$ cat config.mk
export PLATFORM = sky130hd
export DESIGN_NAME = sat_mac
export DESIGN_NICKNAME = d
export VERILOG_FILES = /design/src/rtl/sat_mac.sv
export SDC_FILE = /design/constraint.sdc
export NUM_CORES = 1
export LEC_CHECK = 0
export ABC_CLOCK_PERIOD_IN_PS = 9640
export BUFFER_PORTS_ARGS = -buffer_cell sky130_fd_sc_hd__clkbuf_2
export CORE_MARGIN = 4
export CORE_UTILIZATION = 59
export CTS_CLUSTER_DIAMETER = 60
export CTS_CLUSTER_SIZE = 28
export DETAILED_ROUTE_END_ITERATION = 16
export PLACE_DENSITY = 0.88
export SETUP_SLACK_MARGIN = 0.15
export SYNTH_ARGS = -nofsm -noshare
export SYNTH_HDL_FRONTEND = slang
export SYNTH_SLANG_ARGS = --single-unit
$ cat constraint.sdc
create_clock -name clk -period 9.64 [get_ports clk]
set_input_delay 0.964 -clock clk [delete_from_list [all_inputs] [get_ports clk]]
set_output_delay 0.964 -clock clk [all_outputs]
set_load 0.005 [all_outputs]
$ cat src/rtl/sat_mac.sv
module sat_mac #(
  parameter int OPW    = 17,
  parameter int ACCW   = 40,
  parameter int GUARDW = 8,
  parameter int SATW   = ACCW
) (
  input  logic              clk,
  input  logic              rst_n,
  input  logic              in_valid,
  input  logic [1:0]        op,
  input  logic              frac_en,
  input  logic              sat_en,
  input  logic [OPW-1:0]    mul_a,
  input  logic [OPW-1:0]    mul_b,
  input  logic              ovf_clr,
  output logic [GUARDW-1:0] acc_guard,
  output logic [(ACCW-GUARDW)/2-1:0] acc_hi,
  output logic [(ACCW-GUARDW)/2-1:0] acc_lo,
  output logic              ovf_flag
);
  localparam int HALFW = (ACCW - GUARDW) / 2;
  localparam int PRODW = 2 * OPW;
  localparam int SUMW  = ACCW + 1;
  localparam int TOPW  = SUMW - SATW + 1;
  localparam logic [1:0] OP_CLR = 2'b00, OP_LOAD = 2'b01, OP_ADD = 2'b10, OP_SUB = 2'b11;
  localparam logic [ACCW-1:0] SAT_MAX = {{(ACCW-SATW+1){1'b0}}, {(SATW-1){1'b1}}};
  localparam logic [ACCW-1:0] SAT_MIN = ~SAT_MAX;

  // stage 1: product
  logic             s1_valid, s1_frac, s1_sat;
  logic [1:0]       s1_op;
  logic [PRODW-1:0] s1_prod;
  logic [PRODW-1:0] a_ext, b_ext;

  assign a_ext = {{OPW{mul_a[OPW-1]}}, mul_a};
  assign b_ext = {{OPW{mul_b[OPW-1]}}, mul_b};

  always_ff @(posedge clk or negedge rst_n) begin
    if (!rst_n) begin
      s1_valid <= 1'b0;
      s1_op    <= OP_CLR;
      s1_frac  <= 1'b0;
      s1_sat   <= 1'b0;
      s1_prod  <= '0;
    end else begin
      s1_valid <= in_valid;
      if (in_valid) begin
        s1_op   <= op;
        s1_frac <= frac_en;
        s1_sat  <= sat_en;
        s1_prod <= a_ext * b_ext;
      end
    end
  end

  // stage 2: accumulate
  logic [ACCW-1:0] acc;
  logic [SUMW-1:0] prod_ext, scaled, acc_ext, sum;
  logic [TOPW-1:0] top;
  logic            ovf_now;

  assign prod_ext = {{(SUMW-PRODW){s1_prod[PRODW-1]}}, s1_prod};
  assign scaled   = s1_frac ? {prod_ext[SUMW-2:0], 1'b0} : prod_ext;
  assign acc_ext  = {acc[ACCW-1], acc};

  always_comb begin
    case (s1_op)
      OP_LOAD: sum = scaled;
      OP_ADD:  sum = acc_ext + scaled;
      OP_SUB:  sum = acc_ext - scaled;
      default: sum = '0;
    endcase
  end

  assign top     = sum[SUMW-1:SATW-1];
  assign ovf_now = s1_valid && (top != '0) && (top != '1);

  always_ff @(posedge clk or negedge rst_n) begin
    if (!rst_n) acc <= '0;
    else if (s1_valid) begin
      if (ovf_now && s1_sat) acc <= sum[SUMW-1] ? SAT_MIN : SAT_MAX;
      else                   acc <= sum[ACCW-1:0];
    end
  end

  always_ff @(posedge clk or negedge rst_n) begin
    if (!rst_n)       ovf_flag <= 1'b0;
    else if (ovf_now) ovf_flag <= 1'b1;
    else if (ovf_clr) ovf_flag <= 1'b0;
  end

  assign acc_guard = acc[ACCW-1 -: GUARDW];
  assign acc_hi    = acc[2*HALFW-1 -: HALFW];
  assign acc_lo    = acc[HALFW-1:0];

  p_sat_pin_r5: assert property (@(posedge clk) disable iff (!rst_n)
    (ovf_now && s1_sat) |=> (acc == SAT_MAX || acc == SAT_MIN));
  p_flag_set_r6: assert property (@(posedge clk) disable iff (!rst_n)
    ovf_now |=> ovf_flag);
  p_flag_sticky_r6: assert property (@(posedge clk) disable iff (!rst_n)
    (ovf_flag && !ovf_clr) |=> ovf_flag);
  p_flag_clr_r7: assert property (@(posedge clk) disable iff (!rst_n)
    (ovf_clr && !ovf_now) |=> !ovf_flag);
  p_clear_zero_r8: assert property (@(posedge clk) disable iff (!rst_n)
    (s1_valid && s1_op == OP_CLR) |=> (acc == '0));
  p_idle_hold_r11: assert property (@(posedge clk) disable iff (!rst_n)
    !s1_valid |=> $stable(acc));
endmodule

Word level (Yosys, flattened, before mapping)
Cells that the tools add are included.
Widths: inputs -> output; s select.
{"block": "totals", "mem_bits_rw": 0, "word_cells": 25, "latch_bits": 0, "register_bits": 80, "romBits": 0, "n_memories": 0, "output_inout_bits": 41, "input_bits": 42}
{"block": "classes", "shifts": 0, "muxes": 6, "order_cmp": 0, "reduce_logical": 5, "div": 0, "n_mul": 1, "n_eq_ne": 4, "n_addsub": 2, "bitwise": 0}
{"op": "$pmux 41 s3", "count": 1}
{"op": "$mux 40", "count": 2}
{"op": "$add 40x35->41", "count": 1}
{"op": "$sub 40x35->41", "count": 1}
{"op": "$mul 17x17->34", "count": 1}
{"op": "$mux 34", "count": 1}
{"op": "$eq 2x2->1 const B", "count": 2}
{"op": "$reduce_bool 2->1", "count": 2}
{"op": "$logic_and 1x1->1", "count": 3}
{"op": "$eq 2x1->1 const B", "count": 1}
{"op": "$mux 1", "count": 2}
{"op": "$ne 2x2->1 const B", "count": 1}

Longest topological paths before layout
Gate-level depths: netlist (run 1).
{"block": "depth", "word_depth": 8, "mapped_depth": 28, "mapped_depth_nobuf": 24}

Worst setup path before layout (run 1)
No wires, ideal clock.
{"block": "synth_timing", "path_kind": "in2reg", "start": "in mul_b[8]", "end": "reg s1_prod[30]", "t_required_ps": 9515, "setup_time_ps": 125, "cell_stages": 24, "arrival_ps": 6876, "slack_ps": 2639, "path_cell_list": "clkbuf_1 -> clkbuf_1 -> nand2_1 -> fa_1 -> inv_1 -> fa_1 -> fa_1 -> fa_1 -> fa_1 -> inv_1 -> fa_1 -> inv_1 -> ha_1 -> clkbuf_1 -> a21o_1 -> a21oi_1 -> nor2b_1 -> o21ai_0 -> a21oi_1 -> nor4b_1 -> nor3_1 -> a2111oi_0 -> xnor2_1 -> mux2_2"}
{"block": "synth_between", "elab_chain_len": 1}
{"element": "start: declaration", "line_no": "14", "rtl": "input logic [OPW-1:0] mul_b,"}
{"element": "$mul 17x17->34", "line_no": "51", "rtl": "s1_prod <= a_ext * b_ext;"}
{"element": "end signal: assignment", "line_no": "51"}
{"element": "end: declaration", "line_no": "32", "rtl": "logic [PRODW-1:0] s1_prod;"}
No other way between the ends.
A chain may end at the register's enable or synchronous reset.

Worst setup path in the final report (run 1)
{"block": "layout_timing", "start": "reg s1_prod[4]", "end": "reg acc[18]"}
{"block": "layout_between", "elab_chain_len": 8, "word_cells_on_any_way": 11, "cone_classes": "add/sub: 2; eq/ne: 1; mux: 4; reduce/logical: 4"}
{"element": "$mux 34 *", "line_no": "63", "rtl": "assign scaled = s1_frac ? {prod_ext[SUMW-2:0], 1'b0} : prod_ext;"}
{"element": "$sub 40x35->41 / $add 40x35->41 (equally long branches)", "line_no": "70, 69"}
{"element": "$pmux 41 s3 *", "line_no": "67", "rtl": "case (s1_op)"}
{"element": "$reduce_bool 2->1", "line_no": "76", "rtl": "assign ovf_now = s1_valid && (top != '0) && (top != '1);"}
{"element": "$logic_and 1x1->1 (2 in a row)", "line_no": "76"}
{"element": "$logic_and 1x1->1", "line_no": "81", "rtl": "if (ovf_now && s1_sat) acc <= sum[SUMW-1] ? SAT_MIN : SAT_MAX;"}
{"element": "$mux 40 *", "line_no": "81"}
{"element": "end signal: assignment", "line_no": "81"}
{"element": "end signal: assignment", "line_no": "82", "rtl": "else acc <= sum[ACCW-1:0];"}
{"element": "end: declaration", "line_no": "57", "rtl": "logic [ACCW-1:0] acc;"}
Mark *: on every way between the ends. The rest lies on a longest branch, timed or not.

==> results of run 1 <==
[logic make-up after synthesis]
logic type	count (synthesis)	share of synthesized area
AOI/OAI and AO/OA	382	0.137
DFF	80	0.111
adders and majority gates	423	0.416
buffers and inverters	456	0.0956
xor gates and xnor gates	99	0.0484
and+or+nand+nor	603	0.166
muxes	43	0.0260
[critical path, delay by kind of cell (launching register included)]
family / cells / cell delay, ps
flops: 1 / 500
compound gates: 7 / 1540
xor+xnor: 2 / 430
simple gates: 10 / 4280
fa+ha+maj: 1 / 390
[final timing paths]
check	slack (ps)	start	to	depth (start not counted)
max reg2reg	2290	s1_prod[4]	acc[18]	20
min	550	acc[35]	acc[35]	1
min reg2reg	550	acc[35]	acc[35]	1
max	2290	s1_prod[4]	acc[18]	20
min in group asynchronous	800	rst_n	s1_prod[5]	1
max in group asynchronous	8150	rst_n	s1_frac	1
[stage by stage]
stage	cell area (um^2)	util
floorplan	18100	-
detailed placement	18700	0.623
global route	19000	0.633
global placement	18700	0.623
CTS	19000	0.633
finish	19000	0.633
[cell type report]
type | count | area [um^2]
inverter | 363 | 1360
timing repair buffer | 87 | 450
multi-input combinational | 1550 | 14300
fill | 2410 | 11000
clock inverter | 7 | 95.1
clock buffer | 9 | 225
sequential | 80 | 2000
tap | 390 | 488
[cells in the final DEF (no fill, tap or decap), types with 3 or more instances in the layout]
cell type and instances:
a2111oi_0 3, a211oi_1 4, a21boi_0 4, a21o_1 34, a21oi_1 132, a22oi_1 5
a31oi_1 16, and2_1 158, and3_1 13, buf_4 6, clkbuf_16 9, clkbuf_2 81
dfrtp_1 79, fa_1 297, ha_1 126, inv_1 363, mux2_2 31, mux2i_1 12
nand2_1 207, nand2b_1 25, nand3_1 27, nand4_1 6, nand4b_1 3, nor2_1 94
nor2b_1 23, nor3_1 25, nor4_1 4, o211ai_1 17, o21a_1 18, o21ai_0 62
o21bai_1 9, o221ai_1 35, o22a_1 3, o31ai_1 8, or2_2 3, or3_1 5
xnor2_1 65, xor2_1 33
[registers in the layout (all words and copies together), names as in the netlist]
name,count
s1_op,2
s1_prod,34
s1_sat,1
s1_valid,1
acc,40
ovf_flag,1
s1_frac,1
[metal layers]
| metal | share of wire | track usage | vias up |
|---|---|---|---|
| met5 | 0 | 0 | - |
| met4 | 0.051 | 0.129 | 0 |
| met3 | 0.049 | 0.0282 | 163 |
| met2 | 0.51 | 0.490 | 570 |
| met1 | 0.39 | 0.337 | 7359 |
| li1 | - | - | 6724 |
==> results.cfg, run 1 <==
[sta]
tightest_slew_ps = 1310
finalHoldViolCount = 0
period_needed_ps = 7350
whs_ps = 546
finalMaxSlewViolations = 0
setup_viol = 0
post-route-period-util = 0.762
clock_skew_ps = 9.35
rsz0062_at_grt = no
fin_ws_ps = 2290
tns_ps = 0
fmax_mhz = 136
slew-limit-headroom = 0.129

[logic_synthesis]
syn_nets = 2551
synth_commonest_cells = inv_1, fa_1, nand2_1
yosysWarnings = 0
yosysMostFrequentCell = inv_1
yosysTopAreaCell = fa_1
synth_ff_type = dfrtp_1
synth_top_area_frac = 0.329
synth_edf_count = 0
yosysSeqAreaShare = 0.111
synth_top_cells_by_area = fa_1, dfrtp_1, ha_1
syn_area_per_cell_um2 = 8.67
synth_seq_cells = 80
synth_cell_types = 71
synth_cells = 2086
async_reset_ff_frac = 1.00
syn_area_um2 = 18100

[setup_path]
worstSetupPathType = register to register
crit_arrival_ps = 7490
cpMaxStageDelayCell = nand2b_1
slowest_delay_ps = 1030
startpoint_type = register
endpoint_kind = register
worstPathMaxFanout = 31
required_ps = 9780
crit_chain = or4_4, nand4b_1, nand2b_1, or3_1, nor2_1, nand4b_1, nor4_1, and3_1, a31oi_1, xor2_1, ha_1, a21oi_1, o21ai_0, a221o_1, a211oi_1, o31ai_1, xnor2_2, nor3_1, nand2b_1, o221ai_1

[placement]
place.gp.congestion = 0.961
place_inst = 2470
portBuffers = 82
place_ws_ps = 2100
post-dp-hpwl_mm = 36.0

[cells_and_area]
drive_above_1_share = 0.0711
insertedDiodeCount = 0
layout.cells.non_filler = 2486
finalNetCount = 2556
area_growth_pct = 4.95

[global_route]
grt_usage = 0.275
grt.overflow.total = 0
first_global_vias = 16082
grt_antenna_before_repair = 0
grt_pass1_wl_mm = 76.0
grt_max_degree = 81

[route]
antenna_left = 0
drc_errors = 0
wl_per_cell_um = 17.7
drt-vias-per-instance = 5.96
routed-via-count = 14816
finalWirelength_mm = 44.0
drtIter0Drc = 1003
drt_pass1_iterations = 5

[clock_network]
cts.path.max_buffers = 2
numCtsBuffers = 9
cts-root-buf = clkbuf_16
cts_sinks = 80
hold_buffers = 0
cts_resized = 0
post_cts_buffers = 0
insertion_delay_ps = 350
htreeDepth = 3
cts_tree = yes
clkSlewWorstSetupHoldPaths_ps = 60

[run]
cap_violations = 0

[hold_path]
hp-class = register to register

[floorplanning]
rows = 63
start_util = 0.604
die_y_um = 183
die_width_um = 183
core-area_um2 = 30000
ios = 83
die-area_um2 = 33500

[outcome]
status = completed
Power of run 1 is not shown: default switching activity piles up to over one toggle a cycle in this logic, so the estimate is an artifact.
==> inputs of run 2 (changes only) <==
--- a/config.mk
+++ b/config.mk
@@ -5,7 +5,7 @@
 export SDC_FILE = /design/constraint.sdc
 export NUM_CORES = 1
 export LEC_CHECK = 0
-export ABC_CLOCK_PERIOD_IN_PS = 9640
+export ABC_CLOCK_PERIOD_IN_PS = 7200
 export BUFFER_PORTS_ARGS = -buffer_cell sky130_fd_sc_hd__clkbuf_2
 export CORE_MARGIN = 4
 export CORE_UTILIZATION = 59
==> constraint.sdc (replaced) <==
create_clock -name clk -period 7.2 [get_ports clk]
set_input_delay 0.72 -clock clk [delete_from_list [all_inputs] [get_ports clk]]
set_output_delay 0.72 -clock clk [all_outputs]
set_load 0.005 [all_outputs]
==> results.cfg, run 2 (same netlist as run 1, synthesis figures left out) <==
[setup_path]
r2r-end = acc[23]
slowest_delay_ps = 730
worstSetupPathType = input port to register
path_delay_family = adder cells
cpMostUsedCell = fa_1
required_ps = 7430
worstRegToRegCells = 22
worstPathMaxFanout = 17
startpoint_type = input port
endpoint_kind = register
crit_chain = clkbuf_2, nand2_1, inv_1, fa_1, fa_1, fa_1, fa_1, fa_1, inv_1, fa_1, inv_1, ha_1, a21o_1, a21oi_1, nor2b_1, o21ai_0, a21oi_1, nor4b_1, nor3_1, a2111oi_0, xnor2_1, mux2_2
crit_arrival_ps = 6990
cpMaxStageDelayCell = fa_1
r2r_slack_ps = 640
r2r-start = s1_prod[4]
worstPathBufferInverterCount = 4

[clock_network]
cts-root-buf = clkbuf_16
hold_buffers = 0
cts.path.max_buffers = 2
insertion_delay_ps = 350
cts_tree = yes
htreeDepth = 3
numCtsBuffers = 9
clkSlewWorstSetupHoldPaths_ps = 60
cts_sinks = 80

[floorplanning]
die-area_um2 = 33500
core-area_um2 = 30000
ios = 83
die_y_um = 183
rows = 63
start_util = 0.604
die_width_um = 183

[sta]
tns_ps = 0
finalHoldViolCount = 0
fmax_mhz = 148
slew-limit-headroom = 0.295
post-route-period-util = 0.939
period_needed_ps = 6760
setup_viol = 0
tightest_slew_ps = 1060
clock_skew_ps = 8.08
finalMaxSlewViolations = 0
rsz0062_at_grt = no

[cells_and_area]
final_common_cell = inv_1
top_register = acc
area_growth_pct = 6.03
layout_common_cells = inv_1, fa_1, nand2_1
multi_input_area_um2 = 14400
insertedDiodeCount = 0
drive_above_1_share = 0.0807
finalNetCount = 2578
largest_register_ffs = 40
reg_top3 = acc (40), s1_prod (34), s1_op (2)
fillers = 2417
seq_area_um2 = 2000

[hold_path]
hp-class = register to register
hold_start = ovf_flag
hold_end = ovf_flag
min_path_cells = 2

[global_route]
grt_max_degree = 81
first_global_vias = 16141
grt_pass1_wl_mm = 77.2
grt_antenna_before_repair = 0
grt_usage = 0.282
grt.overflow.total = 0

[route]
finalWirelength_mm = 44.9
drt-vias-per-instance = 5.94
drtIter0Drc = 1108
routed-via-count = 14906
drc_errors = 0
drt_pass1_iterations = 5
wl_per_cell_um = 17.9
antenna_left = 0

[placement]
portBuffers = 82
post-dp-hpwl_mm = 36.6
place.gp.congestion = 0.945

[outcome]
status = completed

[run]
cap_violations = 0
-- run 2: cell count changes in the layout (fill, tap and decap cells not counted) --
cell and change:
clkbuf_8 +1, buf_4 +22, clkinv_2 -1, bufinv_16 +1
a21oi_2 +1, clkbuf_1 +1, clkinvlp_4 -1, a21oi_1 -1
inv_6 -1
-- run 2: area by class of cell --
type	count	area share
Clock buffer	11	0.0127
Clock inverter	5	0.00542
Inverter	363	0.0711
Multi-Input combinational cell	1550	0.749
Sequential cell	80	0.105
Tap cell	390	0.0255
Timing Repair Buffer	109	0.0321
-- run 2: timing repair --
| action | 4_1_cts | 5_1_grt |
|---|---|---|
| gates resized for setup | 0 | 1 |
| buffers inserted | 0 | 0 |
| setup endpoints to repair | 0 | 13 |
-- run 2: worst register-to-register path, cell delays in order (launching register included) --
cell and delay, ps:
dfrtp_1 500, or4_4 550, nand4b_1 320, nand2b_1 290, or3_1 390, nor2_1 130, buf_4 160, nand4b_1 150
nor4_1 430, and3_1 290, a31oi_1 120, xor2_1 220, ha_1 360, a21oi_1 200, o21ai_0 140, a221o_1 360
a211oi_1 230, o31ai_1 150, xnor2_2 220, nor3_1 380, nand2b_1 250, buf_4 340, o221ai_1 210
-- run 2: worst max-delay path by stage --
stage / depth (start not counted) / slack, ps / end / from
finish: 22 / 440 / s1_prod[30] / mul_b[3]
global route: 22 / 170 / s1_prod[30] / mul_b[3]
CTS: 22 / 490 / s1_prod[30] / mul_b[3]
detailed placement: 22 / 140 / s1_prod[30] / mul_b[3]
global placement: 22 / 370 / s1_prod[30] / mul_b[2]
floorplan: 24 / 440 / s1_prod[30] / mul_b[8]
-- run 2: through the flow --
step,worst slack (ps),std cells,util,cell area (um^2),hold WS (ps)
after global placement,375,2492,0.628,18800,524
after CTS,485,2508,0.640,19200,547
after global routing,166,2508,0.640,19200,556
final,441,2508,0.640,19200,541
after floorplan,443,2086,-,18100,424
after detailed placement,137,2492,0.628,18800,533
-- run 2: metal layers --
metal | part of all wire | routed length (um) | global-route usage
met5 | 0 | 0 | 0
met4 | 0.052 | 2330 | 0.125
met3 | 0.058 | 2610 | 0.0337
met2 | 0.52 | 23200 | 0.505
met1 | 0.37 | 16800 | 0.342
Power of run 2 is left out for the same reason.
